===== src/rtl/tslot_loop_pkg.sv =====
package tslot_loop_pkg;

    localparam int NUM_SLOTS   = 32;
    localparam int BYTE_W      = 8;
    localparam int SLOT_W      = $clog2(NUM_SLOTS);
    localparam int ADDR_W      = SLOT_W + 1;
    localparam int LOCAL_BIT   = 5;
    localparam int REMOTE_BIT  = 4;
    localparam int GLOBAL_ADDR = NUM_SLOTS;
    localparam logic [BYTE_W-1:0] IDLE_BYTE = '1;

    // Per-slot loop choice
    typedef struct packed {
        logic loc;
        logic rem;
    } slot_cfg_t;

    // Global modes, MSB first so the packed order matches bits 3..0
    typedef struct packed {
        logic digital;
        logic remote;
        logic sysbus;
        logic payload;
    } glb_cfg_t;

    typedef enum logic {
        SYS_FROM_LINE = 1'b0,
        SYS_FROM_TX   = 1'b1
    } sys_src_e;

    typedef enum logic [1:0] {
        LINE_FROM_SYS  = 2'd0,
        LINE_FROM_RX   = 2'd1,
        LINE_FROM_IDLE = 2'd2
    } line_src_e;

    typedef struct packed {
        sys_src_e  sys_src;
        line_src_e line_src;
    } route_t;

    function automatic route_t pick_route(glb_cfg_t g, slot_cfg_t s, logic framing_slot);
        route_t r;
        if (g.digital) begin
            r.sys_src  = SYS_FROM_TX;
            r.line_src = LINE_FROM_SYS;
        end else if (g.remote) begin
            r.sys_src  = SYS_FROM_LINE;
            r.line_src = LINE_FROM_RX;
        end else if (g.sysbus) begin
            r.sys_src  = SYS_FROM_TX;
            r.line_src = LINE_FROM_IDLE;
        end else if (g.payload && !framing_slot) begin
            r.sys_src  = SYS_FROM_LINE;
            r.line_src = LINE_FROM_RX;
        end else begin
            r.sys_src  = s.loc ? SYS_FROM_TX  : SYS_FROM_LINE;
            r.line_src = s.rem ? LINE_FROM_RX : LINE_FROM_SYS;
        end
        return r;
    endfunction

endpackage


===== src/rtl/tslot_loop_regs.sv =====
module tslot_loop_regs
    import tslot_loop_pkg::*;
#(
    parameter int SLOTS  = NUM_SLOTS,
    parameter int DW     = BYTE_W,
    localparam int SW    = $clog2(SLOTS),
    localparam int AW    = SW + 1
) (
    input  logic          clk,
    input  logic          rst,
    input  logic          we,
    input  logic [AW-1:0] addr,
    input  logic [DW-1:0] wdata,
    input  logic [SW-1:0] rd_idx,
    output slot_cfg_t     slot_cfg_o,
    output glb_cfg_t      glb_cfg_o
);

    slot_cfg_t slot_cfg_q [SLOTS];
    glb_cfg_t  glb_q;

    logic unused_wdata_bits;
    assign unused_wdata_bits = ^{wdata[DW-1:LOCAL_BIT+1]};

    genvar gi;
    generate
        for (gi = 0; gi < SLOTS; gi++) begin : g_slot
            always_ff @(posedge clk) begin
                if (rst) begin
                    slot_cfg_q[gi] <= '0;
                end else if (we && addr == AW'(gi)) begin
                    slot_cfg_q[gi].loc <= wdata[LOCAL_BIT];
                    slot_cfg_q[gi].rem <= wdata[REMOTE_BIT];
                end
            end
        end
    endgenerate

    always_ff @(posedge clk) begin
        if (rst) begin
            glb_q <= '0;
        end else if (we && addr == AW'(SLOTS)) begin
            glb_q <= glb_cfg_t'(wdata[3:0]);
        end
    end

    assign slot_cfg_o = slot_cfg_q[rd_idx];
    assign glb_cfg_o  = glb_q;


    reset_clears_global_chk: assert property (@(posedge clk)
        rst |=> (glb_q == '0));

endmodule


===== src/rtl/tslot_loop_route.sv =====
module tslot_loop_route
    import tslot_loop_pkg::*;
#(
    parameter int SLOTS = NUM_SLOTS,
    localparam int SW   = $clog2(SLOTS)
) (
    input  glb_cfg_t      glb_cfg,
    input  slot_cfg_t     slot_cfg,
    input  logic [SW-1:0] slot_idx,
    output route_t        route
);

    always_comb begin
        route = pick_route(glb_cfg, slot_cfg, slot_idx == '0);
    end

endmodule


===== src/rtl/tslot_loop_outstage.sv =====
module tslot_loop_outstage
    import tslot_loop_pkg::*;
#(
    parameter int SLOTS = NUM_SLOTS,
    parameter int DW    = BYTE_W,
    parameter logic [DW-1:0] IDLE = IDLE_BYTE,
    localparam int SW   = $clog2(SLOTS)
) (
    input  logic          clk,
    input  logic          rst,
    input  logic          strobe,
    input  logic [SW-1:0] idx,
    input  route_t        route,
    input  logic [DW-1:0] tx_in,
    input  logic [DW-1:0] rx_in,
    output logic          valid_q,
    output logic [SW-1:0] idx_q,
    output logic [DW-1:0] sys_q,
    output logic [DW-1:0] line_q
);

    logic [DW-1:0] sys_d;
    logic [DW-1:0] line_d;

    always_comb begin
        sys_d = (route.sys_src == SYS_FROM_TX) ? tx_in : rx_in;
        unique case (route.line_src)
            LINE_FROM_RX:   line_d = rx_in;
            LINE_FROM_IDLE: line_d = IDLE;
            default:        line_d = tx_in;
        endcase
    end

    always_ff @(posedge clk) begin
        if (rst) begin
            valid_q <= 1'b0;
            idx_q   <= '0;
            sys_q   <= '0;
            line_q  <= '0;
        end else begin
            valid_q <= strobe;
            if (strobe) begin
                idx_q  <= idx;
                sys_q  <= sys_d;
                line_q <= line_d;
            end
        end
    end


    hold_when_idle_chk: assert property (@(posedge clk) disable iff (rst)
        !strobe |=> ($stable(sys_q) && $stable(line_q) && $stable(idx_q)));

endmodule


===== src/rtl/tslot_loop_switch.sv =====
module tslot_loop_switch
    import tslot_loop_pkg::*;
#(
    parameter int SLOTS = NUM_SLOTS,
    parameter int DW    = BYTE_W,
    localparam int SW   = $clog2(SLOTS),
    localparam int AW   = SW + 1
) (
    input  logic          clk,
    input  logic          rst,
    input  logic          reg_we,
    input  logic [AW-1:0] reg_addr,
    input  logic [DW-1:0] reg_wdata,
    input  logic          slot_valid,
    input  logic [SW-1:0] slot_idx,
    input  logic [DW-1:0] sys_tx_byte,
    input  logic [DW-1:0] line_rx_byte,
    output logic          out_valid,
    output logic [SW-1:0] out_slot,
    output logic [DW-1:0] sys_rx_byte,
    output logic [DW-1:0] line_tx_byte
);

    slot_cfg_t cur_slot_cfg;
    glb_cfg_t  cur_glb;
    route_t    cur_route;

    tslot_loop_regs #(.SLOTS(SLOTS), .DW(DW)) i_regs (
        .clk        (clk),
        .rst        (rst),
        .we         (reg_we),
        .addr       (reg_addr),
        .wdata      (reg_wdata),
        .rd_idx     (slot_idx),
        .slot_cfg_o (cur_slot_cfg),
        .glb_cfg_o  (cur_glb)
    );

    tslot_loop_route #(.SLOTS(SLOTS)) i_route (
        .glb_cfg  (cur_glb),
        .slot_cfg (cur_slot_cfg),
        .slot_idx (slot_idx),
        .route    (cur_route)
    );

    tslot_loop_outstage #(.SLOTS(SLOTS), .DW(DW)) i_out (
        .clk     (clk),
        .rst     (rst),
        .strobe  (slot_valid),
        .idx     (slot_idx),
        .route   (cur_route),
        .tx_in   (sys_tx_byte),
        .rx_in   (line_rx_byte),
        .valid_q (out_valid),
        .idx_q   (out_slot),
        .sys_q   (sys_rx_byte),
        .line_q  (line_tx_byte)
    );


    valid_follows_strobe_chk: assert property (@(posedge clk) disable iff (rst)
        slot_valid |=> out_valid);


    valid_low_without_strobe_chk: assert property (@(posedge clk) disable iff (rst)
        !slot_valid |=> !out_valid);


    digital_loop_chk: assert property (@(posedge clk) disable iff (rst)
        (slot_valid && cur_glb.digital) |=>
            (sys_rx_byte == $past(sys_tx_byte) && line_tx_byte == $past(sys_tx_byte)));


    global_remote_chk: assert property (@(posedge clk) disable iff (rst)
        (slot_valid && !cur_glb.digital && cur_glb.remote) |=>
            (line_tx_byte == $past(line_rx_byte) && sys_rx_byte == $past(line_rx_byte)));


    slot_remote_chk: assert property (@(posedge clk) disable iff (rst)
        (slot_valid && cur_glb == '0 && cur_slot_cfg.rem) |=>
            (line_tx_byte == $past(line_rx_byte)));


    slot_local_chk: assert property (@(posedge clk) disable iff (rst)
        (slot_valid && cur_glb == '0 && cur_slot_cfg.loc) |=>
            (sys_rx_byte == $past(sys_tx_byte)));

endmodule


===== config.mk =====
export PLATFORM = sky130hd
export DESIGN_NAME = tslot_loop_switch
export DESIGN_NICKNAME = d
export VERILOG_FILES = /design/src/rtl/tslot_loop_pkg.sv /design/src/rtl/tslot_loop_regs.sv /design/src/rtl/tslot_loop_route.sv /design/src/rtl/tslot_loop_outstage.sv /design/src/rtl/tslot_loop_switch.sv
export SDC_FILE = /design/constraint.sdc
export NUM_CORES = 1
export LEC_CHECK = 0
export BUFFER_PORTS_ARGS = -buffer_cell sky130_fd_sc_hd__buf_2
export CAP_MARGIN = 10
export CORE_AREA = 2 2 98 100
export CTS_CLUSTER_SIZE = 12
export DETAILED_ROUTE_END_ITERATION = 6
export DIE_AREA = 0 0 100 102
export PLACE_DENSITY = 0.7
export SLEW_MARGIN = 20
export SYNTH_ARGS = -nofsm -noshare
export SYNTH_HDL_FRONTEND = slang
export SYNTH_SLANG_ARGS = --single-unit

===== constraint.sdc =====
create_clock -name clk -period 6.2 [get_ports clk]
set_input_delay 1.24 -clock clk [delete_from_list [all_inputs] [get_ports clk]]
set_output_delay 1.24 -clock clk [all_outputs]
set_load 0.01 [all_outputs]

==> Yosys cells after proc, flatten, opt, wreduce, memory -nomap -nowiden <==
Memory sizes are Yosys's and may differ from the RTL's.
Index checks and enable logic that the tools add are counted.
{ "word_totals": {"mem_count": 1, "in_bits": 39, "ramBits": 64, "latch_bits": 0, "wordCells": 314, "output_inout_bits": 22, "mem_bits_ro": 0, "register_bits": 26} }
{ "op_classes": {"shifts": 0, "n_eq_ne": 34, "bitwise_logic": 64, "n_reduce_logical": 37, "mux": 170, "multipliers": 0, "n_div": 0, "add_sub_neg": 0, "magnitude_cmp": 0} }
{ "memory_table": {"columns": ["name", "words", "word_bits", "rd", "rd_clocked_by_memory_dff", "wr", "line", "text"], "rows": [
  ["i_regs.slot_cfg_q", 32, 2, 1, 0, 32, "tslot_loop_regs.sv:19", "slot_cfg_t slot_cfg_q [SLOTS];"]
]} }
{ "ops": {"columns": ["operator", "count"], "rows": [
  ["$mux W1", 164],
  ["$eq A6 B5 Y1 const B", 16],
  ["$or A1 B1 Y1", 64],
  ["$eq A6 B4 Y1 const B", 8],
  ["$logic_and A1 B1 Y1", 34],
  ["$eq A6 B3 Y1 const B", 4],
  ["$pmux W8 S2", 1],
  ["$eq A6 B2 Y1 const B", 2],
  ["$mux W3", 4],
  ["$mux W8", 1],
  ["$eq A6 B1 Y1 const B", 1],
  ["$eq A6 B6 Y1 const B", 1],
  ["$logic_not A6 Y1", 1],
  ["$logic_not A5 Y1", 1],
  ["$eq A2 B1 Y1 const B", 1],
  ["$eq A2 B2 Y1 const B", 1],
  ["$logic_not A1 Y1", 1]
]} }

==> Longest topological paths before layout <==
{ "depth": {"word_depth": 9, "depth_mapped": 15, "ltp_nobuf": 11} }

==> Hierarchy <==
A second synthesis with hierarchy kept.
{ "unflattened": {"cells_unflattened": 403, "hier_area_um2": 4543.1} }
{ "by_module_without_submodules": {"columns": ["module", "area_per_inst_um2", "seq_area_each_um2", "cells_each", "instances"], "rows": [
  ["tslot_loop_regs", 3355.7, 2001.9, 289, 1],
  ["tslot_loop_outstage", 1126.1, 440.4, 104, 1],
  ["tslot_loop_route", 61.3, 0.0, 10, 1]
]} }

==> Least setup slack after synthesis <==
No wires, ideal clock.
{ "synth_path": {"kind": "input to register", "from": "input slot_idx[0]", "to": "register i_out.line_q[2]", "stages": 13, "setup_ns": 0.128, "setup_slack_ns": 1.914, "arrival_ns": 4.159, "required_ns": 6.072, "n_path_buf": 4, "path_cell_list": "buf_2 buf_2 buf_2 mux4_2 mux4_2 nand2_1 o211ai_1 a21o_1 ha_1 clkbuf_1 o21ai_0 mux2i_1 nor2_1"} }
{ "synth_between": {"elab_chain_cells": 9, "word_cells_on_any_way": 12, "cone_classes": "eq/ne: 2; mux: 6; reduce/logical: 3; memory: 1"} }
{ "synth_lines": {"columns": ["item", "line", "text"], "rows": [
  ["start, declared", "tslot_loop_switch.sv:15", "input logic [SW-1:0] slot_idx,"],
  ["branches (longest 3 deep; another with $mem_v2 Z32 W2)", null, null],
  ["$mux W3 (*)", "tslot_loop_pkg.sv:53", "end else if (g.payload && !framing_slot) begin"],
  ["$mux W3 (*)", "tslot_loop_pkg.sv:50", "end else if (g.sysbus) begin"],
  ["$mux W3 (*)", "tslot_loop_pkg.sv:47", "end else if (g.remote) begin"],
  ["$mux W3 (*)", "tslot_loop_pkg.sv:44", "if (g.digital) begin"],
  ["$eq A2 B2 Y1 / $eq A2 B1 Y1 (equally long branches)", "tslot_loop_outstage.sv:27", "unique case (route.line_src)"],
  ["$pmux W8 S2 (*)", "tslot_loop_outstage.sv:27", null],
  ["end signal, assigned", "tslot_loop_outstage.sv:45", "line_q <= line_d;"],
  ["end, declared", "tslot_loop_outstage.sv:19", "output logic [DW-1:0] line_q"]
]} }
Mark *: on every way between the ends.
A chain may end at the register's enable or synchronous reset.

==> Final worst setup path <==
{ "layout_path": {"from": "input slot_idx[0]", "to": "register i_out.line_q[7]"} }
The elaborated chain is that of the path after synthesis.

==> impl_metrics.json <==
{
  "synth_cells": 401,
  "wl_per_cell_um": 17.2,
  "cts-buffers-inserted": 9,
  "start_util_pct": 49.1,
  "cts_hold_buffers": 0,
  "die_x_um": 100,
  "layout.nets": 480,
  "grt_start_max_net_pins": 63,
  "n_antenna_cell": 0,
  "worst_setup_path_end_kind": "register",
  "routed_wl_um": 9570,
  "rows": 35,
  "clock_latency_ns": 0.36,
  "regToRegEndpoint": "i_out.line_q[7]",
  "syn_area_per_cell_um2": 11.1,
  "hpwl_um": 6550,
  "cts_setup_buffers": 0,
  "postRouteAntennaNets": 0,
  "finalMaxSlewViolations": 0,
  "wl_met2_um": 4630,
  "core-area_mm2": 0.00911,
  "ir_worst_vdd_mv": 0.160,
  "antenna_found_initial": 0,
  "p_sw_mw": 0.323,
  "hold_depth": 2,
  "grt_pass1_wl_um": 15400,
  "routabilityCongestion": 0.798,
  "synth_top_flop_cell": "edfxtp_1",
  "cellPowerDensity_mw_per_mm2": 260,
  "clkSinkCount": 90,
  "die_h_um": 102,
  "synth_compound_area_share_pct": 12.4,
  "areaGrowthSynthToFinish_pct": 11.6,
  "r2r_setup_slack_ns": 3.41,
  "synth_top_family_by_area": "simple AND/OR/NAND/NOR gates",
  "vias": 3176,
  "cts_tree": "built",
  "critPathKind": "input port to register",
  "routed_via_density": 5.72,
  "syn_area_mm2": 0.00447,
  "switching_share_pct": 24.9,
  "io_buffers": 58,
  "synth_edf_count": 64,
  "arrival_ns": 4.22,
  "status": "complete, no violations",
  "fmax_mhz": 250,
  "dr.pass1.iters": 5,
  "synth.distinct_cells": 36,
  "clk_pin_slew_ns": 0.10,
  "postSynth.asyncResetShare_pct": 0,
  "route.detailed.drc": 0,
  "highest_layer": "met4",
  "critPathLaunchType": "input port",
  "route.met3.wl_um": 596,
  "worst_slew_pin_slew_ns": 0.800,
  "fin_tns_setup_ns": 0,
  "drive_above_1_share_pct": 22.5,
  "htreeDepth": 3,
  "p_comb_share_pct": 12.5,
  "setup_viol": 0,
  "finalClockSkew_ns": 0.0147,
  "finalCritPeriodShare_pct": 64.4,
  "track_usage_pct": 19.7,
  "holdWs_ns": 0.489,
  "worstHoldPathType": "register to register",
  "overflow": 0,
  "min-delay-start": "i_out.sys_q[7]",
  "slew_headroom_pct": 46.5,
  "p_seq_share_pct": 52.9,
  "grt_setup_unrepaired": "no",
  "cts_root_buf": "clkbuf_8",
  "synth-seq-area-share_pct": 54.6,
  "synth_seq_cells": 90,
  "hold_viol": 0,
  "grt_pass1_vias": 3069,
  "rr_worst_depth": 9,
  "yosys.area_share.xor_xnor_pct": 0,
  "drtIter0Drc": 251,
  "hold_path_end": "i_out.sys_q[7]",
  "fin_crit_ns": 4.00,
  "maxCapViolCount": 0,
  "ios": 61,
  "leakage_nw": 1.78,
  "cts_resized": 0,
  "met1Wirelength_um": 4270,
  "synthAdderAreaFrac_pct": 0.560,
  "design.die.area_mm2": 0.0102,
  "ys_warn_count": 0,
  "cts_buffer_depth": 2,
  "synth_nets": 442,
  "r2r_start": "i_regs.slot_cfg_q[31][0]",
  "synth_mux_area_share_pct": 13.1,
  "worstPathRequired_ns": 6.42,
  "power_mw": 1.30,
  "clock_power_share_pct": 34.6,
  "synthSimpleGateAreaFrac_pct": 15.8,
  "intPower_mw": 0.975,
  "crit_fanout": 24
}
worst max-delay path, stage by stage:
cell and delay (ns):
buf_2 0.56, mux4_2 0.59, mux4_2 0.49, nand2_1 0.10, o211ai_1 0.10, a21o_1 0.18
ha_1 0.52, o21ai_0 0.19, mux2i_1 0.15, nor2_1 0.06
worst max-delay path by stage:
stage           startpoint              end  slack (ns)  cells past startpoint
6_report       slot_idx[0]  i_out.line_q[7]        2.20                     10
5_1_grt        slot_idx[0]  i_out.line_q[7]        2.04                     10
4_1_cts        slot_idx[0]  i_out.line_q[7]        2.20                     10
3_5_place_dp   slot_idx[0]  i_out.line_q[7]        1.83                     10
3_3_place_gp   slot_idx[0]  i_out.line_q[7]        1.83                     10
2_1_floorplan  slot_idx[0]  i_out.line_q[2]        1.91                     13
metal layers:
metal,global-route usage (%),vias to the layer above
met4,6.53,0
met5,0,-
met3,3.35,4
met2,33.3,118
met1,26.1,1529
li1,-,1525
state kept, by name, summed over array words and instances, names as in the netlist:
name / count
i_out.sys_q: 8
i_regs.slot_cfg_q: 64
i_out.valid_q: 1
i_regs.glb_cfg_o: 4
i_out.line_q: 8
i_out.idx_q: 5
synth_stat cells, types with 2 or more instances:
cell type,count,area [µm²]
buf_2,4,20.0
or3b_2,5,43.8
nor2_1,96,360
a22oi_1,2,15.0
mux4_2,13,293
nand4_1,3,18.8
ha_1,2,25.0
o21bai_1,32,240
a21oi_1,12,60.1
buf_1,2,7.51
clkbuf_1,23,86.3
o21ai_0,18,90.1
nor2b_1,7,43.8
a311oi_2,3,45.0
edfxtp_1,64,1920
a311oi_1,6,52.6
nand2_1,20,75.1
or3b_1,8,70.1
dfxtp_1,26,521
buf_6,2,22.5
mux2i_1,28,280
nand3_1,8,40.0
inv_1,4,15.0
cell families after synthesis:
kind of cell | count (synthesis)
AOI/OAI and AO/OA | 77
buffers and inverters | 36
and+or+nand+nor | 154
adders and majority gates | 2
muxes | 42
DFF | 90
through the flow:
stage	worst slack (ns)	util (%)	cell area [µm²]	std cells
3_3_place_gp	1.83	52.3	4770	539
3_5_place_dp	1.83	52.3	4770	539
4_1_cts	2.20	54.8	4990	555
2_1_floorplan	1.91	-	4470	401
6_report	2.20	54.8	4990	555
5_1_grt	2.04	54.8	4990	555
area by class of cell:
cell class | count | area, µm²
fillers | 782 | 4120
flip-flops and latches | 90 | 2440
multi-input cells | 275 | 1870
repair buffers | 59 | 298
well taps | 111 | 139
clock buffers | 9 | 124
clock inverters | 7 | 97.6
inverters | 4 | 15.0
power groups by stage:
stage	clock network, mW	registers [mW]	logic, mW
3_3_place_gp	0	0.700	0.159
2_1_floorplan	0	0.703	0.110
4_1_cts	0.456	0.688	0.162
6_report	0.449	0.687	0.162
5_1_grt	0.476	0.691	0.178
3_5_place_dp	0	0.701	0.161
placed cells by master (no fill, tap or decap), types with 2 or more instances in the layout:
| cell | n |
|---|---|
| nor2_1 | 96 |
| o21bai_1 | 32 |
| ha_1 | 2 |
| dfxtp_1 | 26 |
| a311oi_2 | 3 |
| or3b_1 | 8 |
| mux4_2 | 13 |
| clkbuf_8 | 9 |
| buf_2 | 58 |
| inv_6 | 3 |
| a311oi_1 | 6 |
| nand3_1 | 8 |
| a21oi_1 | 12 |
| nor2b_1 | 7 |
| a22oi_1 | 2 |
| mux2i_1 | 28 |
| nand4_1 | 3 |
| nand2_1 | 20 |
| edfxtp_1 | 64 |
| or3b_2 | 5 |
| inv_1 | 4 |
| o21ai_0 | 18 |
| bufinv_16 | 2 |
No activity file was read; power rests on OpenSTA's default activity.
